File: src/rtl/pglock_pkg.sv
// Shared constants and types for the page write-lock controller.
// Assumes a page is exactly as many bytes as a lock byte has bits.
package pglock_pkg;
    localparam int BYTE_W   = 8;
    localparam int PAGE_B   = BYTE_W;
    localparam int OFF_W    = $clog2(PAGE_B);
    localparam int CNT_W    = OFF_W + 1;

    typedef enum logic [1:0] {
        ST_IDLE  = 2'd0,
        ST_FETCH = 2'd1,
        ST_LOAD  = 2'd2,
        ST_DATA  = 2'd3
    } seq_state_t;
endpackage

File: src/rtl/pglock_mem.sv
// Byte-array storage for the zone: one registered read port, one write port.
// Assumes read and write may hit the same address; the read returns old data.
module pglock_mem
    import pglock_pkg::*;
#(
    parameter int ADDR_W = 8
) (
    input  logic              clk,
    input  logic              rst_n,
    input  logic              re,
    input  logic [ADDR_W-1:0] raddr,
    output logic [BYTE_W-1:0] rdata,
    input  logic              we,
    input  logic [ADDR_W-1:0] waddr,
    input  logic [BYTE_W-1:0] wdata
);
    localparam int DEPTH = 1 << ADDR_W;

    logic [BYTE_W-1:0] cells [DEPTH];

    for (genvar g = 0; g < DEPTH; g++) begin : g_cell
        // Purpose: hold one byte, cleared at reset, loaded on a matching write.
        always_ff @(posedge clk) begin
            if (!rst_n) begin
                cells[g] <= '0;
            end else if (we && (waddr == ADDR_W'(g))) begin
                cells[g] <= wdata;
            end
        end
    end

    // Purpose: registered read of the selected byte.
    always_ff @(posedge clk) begin
        if (!rst_n) begin
            rdata <= '0;
        end else if (re) begin
            rdata <= cells[raddr];
        end
    end
endmodule

File: src/rtl/pglock_judge.sv
// Write decision for one byte: applies the page mask and the one-way rule
// for the mask byte. Purely combinational.
// Assumes lock_byte is the current mask of the page holding the target byte.
module pglock_judge
    import pglock_pkg::*;
(
    input  logic              wlock,
    input  logic [OFF_W-1:0]  offset,
    input  logic [BYTE_W-1:0] lock_byte,
    input  logic [BYTE_W-1:0] new_byte,
    output logic              allow,
    output logic [BYTE_W-1:0] wdata
);
    logic is_mask;

    assign is_mask = (offset == '0);

    // Purpose: choose permission and stored value for the addressed byte.
    always_comb begin
        allow = 1'b1;
        wdata = new_byte;
        if (wlock) begin
            allow = lock_byte[offset];
            if (is_mask) begin
                wdata = lock_byte & new_byte;
            end
        end
    end
endmodule

File: src/rtl/pglock_seq.sv
// Command sequencer: fetches the page mask, walks the data bytes, counts
// stored, refused and dropped bytes, and reports at the end of the command.
// Also arbitrates the memory read port between mask fetch and host reads.
// Assumes the judge output refers to the byte presented in the current cycle.
module pglock_seq
    import pglock_pkg::*;
#(
    parameter int ADDR_W = 8
) (
    input  logic              clk,
    input  logic              rst_n,
    input  logic              cmd_start,
    input  logic [ADDR_W-1:0] cmd_addr,
    input  logic              cmd_wlock,
    input  logic              dat_valid,
    input  logic              dat_last,
    input  logic              rd_en,
    input  logic [ADDR_W-1:0] rd_addr,
    input  logic [BYTE_W-1:0] mem_rdata,
    input  logic              jdg_allow,
    output logic              mem_re,
    output logic [ADDR_W-1:0] mem_raddr,
    output logic              mem_we,
    output logic [ADDR_W-1:0] mem_waddr,
    output logic [OFF_W-1:0]  cur_off,
    output logic [BYTE_W-1:0] cur_lock,
    output logic              cur_wlock,
    output logic              busy,
    output logic              dat_ready,
    output logic              rd_valid,
    output logic              done,
    output logic              sts_denied,
    output logic              sts_dropped,
    output logic [CNT_W-1:0]  sts_wcount
);
    localparam logic [CNT_W-1:0] FULL_PAGE = CNT_W'(PAGE_B);
    localparam logic [CNT_W-1:0] ONE_BYTE  = CNT_W'(1);

    seq_state_t        state_q;
    logic [ADDR_W-1:0] addr_q;
    logic              wlock_q;
    logic [BYTE_W-1:0] lock_q;
    logic [CNT_W-1:0]  cnt_q;
    logic              den_q;
    logic              drop_q;
    logic [CNT_W-1:0]  wcnt_q;
    logic              done_q;
    logic              rdv_q;
    logic              sden_q;
    logic              sdrop_q;
    logic [CNT_W-1:0]  swcnt_q;

    logic              host_ok;
    logic [CNT_W-1:0]  limit;
    logic              take;
    logic              accept;
    logic              wr_now;
    logic              den_next;
    logic              drop_next;
    logic [CNT_W-1:0]  wcnt_next;
    logic [ADDR_W-1:0] page_base;

    assign busy      = (state_q != ST_IDLE);
    assign dat_ready = (state_q == ST_DATA);
    assign host_ok   = (state_q == ST_IDLE) && rd_en && !cmd_start;
    assign page_base = {addr_q[ADDR_W-1:OFF_W], {OFF_W{1'b0}}};

    // Purpose: steer the memory read port to mask fetch or host read.
    always_comb begin
        mem_re    = host_ok;
        mem_raddr = rd_addr;
        if (state_q == ST_FETCH) begin
            mem_re    = 1'b1;
            mem_raddr = page_base;
        end
    end

    // Purpose: locate the current byte in the page and decide if it is taken.
    always_comb begin
        limit     = wlock_q ? ONE_BYTE : FULL_PAGE;
        take      = (cnt_q < limit);
        accept    = dat_ready && dat_valid;
        cur_off   = addr_q[OFF_W-1:0] + cnt_q[OFF_W-1:0];
        mem_waddr = {addr_q[ADDR_W-1:OFF_W], cur_off};
        wr_now    = accept && take && jdg_allow;
        mem_we    = wr_now;
        den_next  = den_q | (take && !jdg_allow);
        drop_next = drop_q | !take;
        wcnt_next = wcnt_q + CNT_W'(wr_now);
    end

    assign cur_lock  = lock_q;
    assign cur_wlock = wlock_q;

    // Purpose: command state machine and per-command tallies.
    always_ff @(posedge clk) begin
        if (!rst_n) begin
            state_q <= ST_IDLE;
            addr_q  <= '0;
            wlock_q <= 1'b0;
            lock_q  <= '0;
            cnt_q   <= '0;
            den_q   <= 1'b0;
            drop_q  <= 1'b0;
            wcnt_q  <= '0;
            done_q  <= 1'b0;
            sden_q  <= 1'b0;
            sdrop_q <= 1'b0;
            swcnt_q <= '0;
        end else begin
            done_q <= 1'b0;
            case (state_q)
                ST_IDLE: begin
                    if (cmd_start) begin
                        addr_q  <= cmd_addr;
                        wlock_q <= cmd_wlock;
                        cnt_q   <= '0;
                        den_q   <= 1'b0;
                        drop_q  <= 1'b0;
                        wcnt_q  <= '0;
                        state_q <= ST_FETCH;
                    end
                end
                ST_FETCH: begin
                    state_q <= ST_LOAD;
                end
                ST_LOAD: begin
                    lock_q  <= mem_rdata;
                    state_q <= ST_DATA;
                end
                ST_DATA: begin
                    if (accept) begin
                        if (take) begin
                            cnt_q <= cnt_q + CNT_W'(1);
                        end
                        den_q  <= den_next;
                        drop_q <= drop_next;
                        wcnt_q <= wcnt_next;
                        if (dat_last) begin
                            sden_q  <= den_next;
                            sdrop_q <= drop_next;
                            swcnt_q <= wcnt_next;
                            done_q  <= 1'b1;
                            state_q <= ST_IDLE;
                        end
                    end
                end
                default: state_q <= ST_IDLE;
            endcase
        end
    end

    // Purpose: mark host read data as valid one cycle after the request.
    always_ff @(posedge clk) begin
        if (!rst_n) begin
            rdv_q <= 1'b0;
        end else begin
            rdv_q <= host_ok;
        end
    end

    assign rd_valid    = rdv_q;
    assign done        = done_q;
    assign sts_denied  = sden_q;
    assign sts_dropped = sdrop_q;
    assign sts_wcount  = swcnt_q;
endmodule

File: src/rtl/pglock_ctrl.sv
// Top of the page write-lock controller: sequencer, write judge and zone
// storage. Assumes the caller waits for dat_ready before streaming bytes.
module pglock_ctrl
    import pglock_pkg::*;
#(
    parameter int ADDR_W = 8
) (
    input  logic              clk,
    input  logic              rst_n,
    input  logic              cmd_start,
    input  logic [ADDR_W-1:0] cmd_addr,
    input  logic              cmd_wlock,
    output logic              busy,
    input  logic              dat_valid,
    input  logic [7:0]        dat_byte,
    input  logic              dat_last,
    output logic              dat_ready,
    output logic              done,
    output logic              sts_denied,
    output logic              sts_dropped,
    output logic [3:0]        sts_wcount,
    input  logic              rd_en,
    input  logic [ADDR_W-1:0] rd_addr,
    output logic              rd_valid,
    output logic [7:0]        rd_data
);
    logic              mem_re;
    logic [ADDR_W-1:0] mem_raddr;
    logic [BYTE_W-1:0] mem_rdata;
    logic              mem_we;
    logic [ADDR_W-1:0] mem_waddr;
    logic [BYTE_W-1:0] mem_wdata;
    logic [OFF_W-1:0]  cur_off;
    logic [BYTE_W-1:0] cur_lock;
    logic              cur_wlock;
    logic              jdg_allow;

    pglock_seq #(.ADDR_W(ADDR_W)) u_seq (
        .clk         (clk),
        .rst_n       (rst_n),
        .cmd_start   (cmd_start),
        .cmd_addr    (cmd_addr),
        .cmd_wlock   (cmd_wlock),
        .dat_valid   (dat_valid),
        .dat_last    (dat_last),
        .rd_en       (rd_en),
        .rd_addr     (rd_addr),
        .mem_rdata   (mem_rdata),
        .jdg_allow   (jdg_allow),
        .mem_re      (mem_re),
        .mem_raddr   (mem_raddr),
        .mem_we      (mem_we),
        .mem_waddr   (mem_waddr),
        .cur_off     (cur_off),
        .cur_lock    (cur_lock),
        .cur_wlock   (cur_wlock),
        .busy        (busy),
        .dat_ready   (dat_ready),
        .rd_valid    (rd_valid),
        .done        (done),
        .sts_denied  (sts_denied),
        .sts_dropped (sts_dropped),
        .sts_wcount  (sts_wcount)
    );

    pglock_judge u_judge (
        .wlock     (cur_wlock),
        .offset    (cur_off),
        .lock_byte (cur_lock),
        .new_byte  (dat_byte),
        .allow     (jdg_allow),
        .wdata     (mem_wdata)
    );

    pglock_mem #(.ADDR_W(ADDR_W)) u_mem (
        .clk   (clk),
        .rst_n (rst_n),
        .re    (mem_re),
        .raddr (mem_raddr),
        .rdata (mem_rdata),
        .we    (mem_we),
        .waddr (mem_waddr),
        .wdata (mem_wdata)
    );

    assign rd_data = mem_rdata;
endmodule

File: config.mk
export PLATFORM = sky130hd
export DESIGN_NAME = pglock_ctrl
export DESIGN_NICKNAME = d
export VERILOG_FILES = /design/src/rtl/pglock_pkg.sv /design/src/rtl/pglock_mem.sv /design/src/rtl/pglock_judge.sv /design/src/rtl/pglock_seq.sv /design/src/rtl/pglock_ctrl.sv
export SDC_FILE = /design/constraint.sdc
export NUM_CORES = 2
export LEC_CHECK = 0
export BUFFER_PORTS_ARGS = -buffer_cell sky130_fd_sc_hd__buf_2
export CORE_MARGIN = 8
export CORE_UTILIZATION = 45
export DETAILED_ROUTE_END_ITERATION = 12
export SYNTH_ARGS = -nofsm -noshare
export SYNTH_HDL_FRONTEND = slang
export SYNTH_SLANG_ARGS = --single-unit
File: constraint.sdc
create_clock -name clk -period 4.9 [get_ports clk]
set_clock_uncertainty 0.05 [all_clocks]
set_input_delay 0.98 -clock clk [delete_from_list [all_inputs] [get_ports clk]]
set_output_delay 0.98 -clock clk [all_outputs]
set_load 0.02 [all_outputs]
==> qor.yml <==
status: "complete, no violations"
post-route-util_pct: 52.18
worst_path_largest_cell_delay_ns: 0.90
final.fill_count: 17596
grt_pass1_vias: 64510
layout_commonest_cell: "nor2_1"
syn2layout_area_growth_pct: 15.19
powerDensity_mw_per_mm2: 444.9
hold-worst-slack_ns: 0.2746
synth_top_area_share_pct: 65.49
ys_types: 81
synth_flop_cell: "edfxtp_1"
multi_input_area_mm2: 0.02864
synth_top_cell_by_area: "edfxtp_1"
final_cell_count_no_fill: 10750
vias_per_cell: 6.315
critPathLaunchType: "register"
p_comb_share_pct: 23.1
die-width_um: 472.8
synth_edf_count: 2048
die_h_um: 472.8
seqPwrFrac_pct: 42.8
crit_buf_inv: 2
period_needed_ns: 4.771
cpMaxStageDelayCell: "o41ai_2"
switchingPower_mw: 15.06
p_int_mw: 33.06
rsz0062_at_grt: "false"
synthCells: 7497
mostFrequentLayoutCells: "2239 x nor2_1, 2048 x edfxtp_1, 655 x buf_4, 426 x nand2_1, 353 x o21ai_0"
worstMarginPinSlew_ns: 1.220
cts_buffer_depth: 3
pin_count: 49
path_class: "register to register"
grt_usage_pct: 29.15
design_area_mm2: 0.1082
fin_setup_tns_ns: 0
cap_violations: 0
period_share_pct: 97.38
crit_path_end_kind: "register"
slew_violations: 0
cp.required_ns: 5.69
clkTransAtPathRegs_ns: 0.06
firstDrtPassIters: 7
nets: 7807
r2r_slack_ns: 0.13
post_cts_buffers: 0
postPlaceCellArea_mm2: 0.1012
routed_wl_um: 336000
io_buffers: 48
ff_latch_area_mm2: 0.06240
cts_sinks: 2093
synth.avg_cell_area_um2: 12.53
initialDrtViolationCount: 10950
clock_power_share_pct: 34.1
crit_chain: "inv_1 > ha_4 > mux2_8 > buf_4 > mux4_2 > nor2_1 > a311oi_1 > nor3_1 > o41ai_2 > o221a_2"
drive_gt1_share_pct: 20.34
ant_nets: 0
dieArea_mm2: 0.2235
grt_max_degree: 116
p_sw_share_pct: 31.29
power_leakage_nw: 36.36
setup_violations: 0
rows: 167
hold_violations: 0
p_total_mw: 48.12
max_clock_freq_mhz: 209.6
wl_per_cell_um: 31.26
synth_warnings: 0
gp_congestion: 0.9658
cts_made_buffers: 211
synth_area_leaders: "edfxtp_1 65%, nor2_1 9.0%, mux4_2 7.0%"
start_util_pct: 45.30
grt_pass1_wl_um: 474300
antenna_found_initial: 21
cts_tree: "built"
async_flop_share_pct: 0
clock_latency_ns: 0.90
critPathArrivalTime_ns: 5.56
place_ws_ns: -0.1116
vias: 67891
hpwl_um: 225500
synth_area_mm2: 0.09390
grt-ovfl-total: 0
dp_cells: 10341
peakVddDrop_v: 0.0005727
synth-seq-cells: 2093
fp.coreArea_mm2: 0.2073
setup_slack_ns: 0.1285
hold_path_class: "input pin to register"
ys_seq_area_share_pct: 66.45
drc_errors: 0
syn_nets: 7538
crit_family: "compound AO/OA/AOI/OAI gates"
worstPathMaxFanout: 32
h-tree-depth: 4
slew_headroom_pct: 17.83
root_buffer: "clkbuf_16"
==> power by group through the flow <==
stage | Combinational, mW | Sequential [mW] | Clock, mW
6_report | 11.1 | 20.6 | 16.4
5_1_grt | 11.2 | 20.6 | 17.1
4_1_cts | 10.7 | 20.6 | 16.5
3_5_place_dp | 10.7 | 20.9 | 0
3_3_place_gp | 10.6 | 20.9 | 0
2_1_floorplan | 5.50 | 20.8 | 0
==> cell usage after synthesis (28+ instances only) <==
library cell / number
a31oi_1: 28
a22oi_1: 57
o22ai_1: 60
o21ai_0: 369
or2_2: 127
buf_4: 31
mux2_2: 51
dfxtp_1: 45
nor3_1: 40
buf_2: 161
a21oi_1: 146
o221ai_1: 50
nand2_1: 442
mux2i_1: 199
clkbuf_1: 492
or3_1: 29
nand3_1: 83
mux4_2: 292
nor2_1: 2245
nand4_1: 29
a211oi_1: 75
edfxtp_1: 2048
o211ai_1: 59
==> registers in the layout, summed over array words and instances (netlist names), 2 cells and up <==
| signal | count |
|---|---|
| u_seq.wcnt_q | 4 |
| u_mem.cells | 2048 |
| u_seq.sts_wcount | 4 |
| u_mem.rdata | 8 |
| u_seq.cnt_q | 4 |
| u_seq.addr_q | 8 |
| u_seq.cur_lock | 8 |
| u_seq.state_q | 2 |
==> logic make-up (layout without fill, tap and decap cells) <==
| group | after synthesis | in the layout | synth area share, % |
|---|---|---|---|
| mux | 542 | 542 | 9.736 |
| simple gates | 3119 | 3119 | 13.57 |
| fa+ha+maj | 10 | 10 | 0.1412 |
| compound gates | 991 | 991 | 6.677 |
| flops | 2093 | 2093 | 66.45 |
| other cells | 0 | 11 | 0 |
| xor+xnor | 6 | 6 | 0.05597 |
| buf+inv | 736 | 1190 | 3.370 |
==> what timing repair did <==
item                       4_1_cts  5_1_grt
hold buffers                     0        0
gates cloned                     0        0
setup endpoints to repair        1       94
gates resized for setup          1       13
==> final timing paths <==
check	depth (start not counted)	from	end
min reg2reg	2	u_seq.addr_q[1]$_SDFFE_PN0P_	u_seq.addr_q[1]$_SDFFE_PN0P_
max	10	u_seq.state_q[1]$_SDFFE_PN0P_	u_mem.rdata[0]$_SDFFE_PN0P_
max reg2reg	10	u_seq.state_q[1]$_SDFFE_PN0P_	u_mem.rdata[0]$_SDFFE_PN0P_
min	3	cmd_addr[6]	u_seq.addr_q[6]$_SDFFE_PN0P_
==> per-layer routing <==
layer	global-route usage [%]	wire (µm)
met1	39.88	125300
met2	43.89	148100
met4	13.94	19390
met3	7.254	43080
met5	0	123
==> area by class of cell <==
type	instances	share of cell area [%]
sequential	2093	57.69
antenna	11	0.02545
inverter	18	0.06709
multi-input combinational	4668	26.48
tap	2788	3.225
clock buffer	268	5.222
timing repair buffer	774	6.095
clock inverter	130	1.198
==> tightest hold or removal path: cells and delay by family <==
kind,cells,cell delay (ns)
buffers and inverters,1,0.09
AOI/OAI and AO/OA,1,0.05
and+or+nand+nor,1,0.04
(Power assumes the default switching activity.)
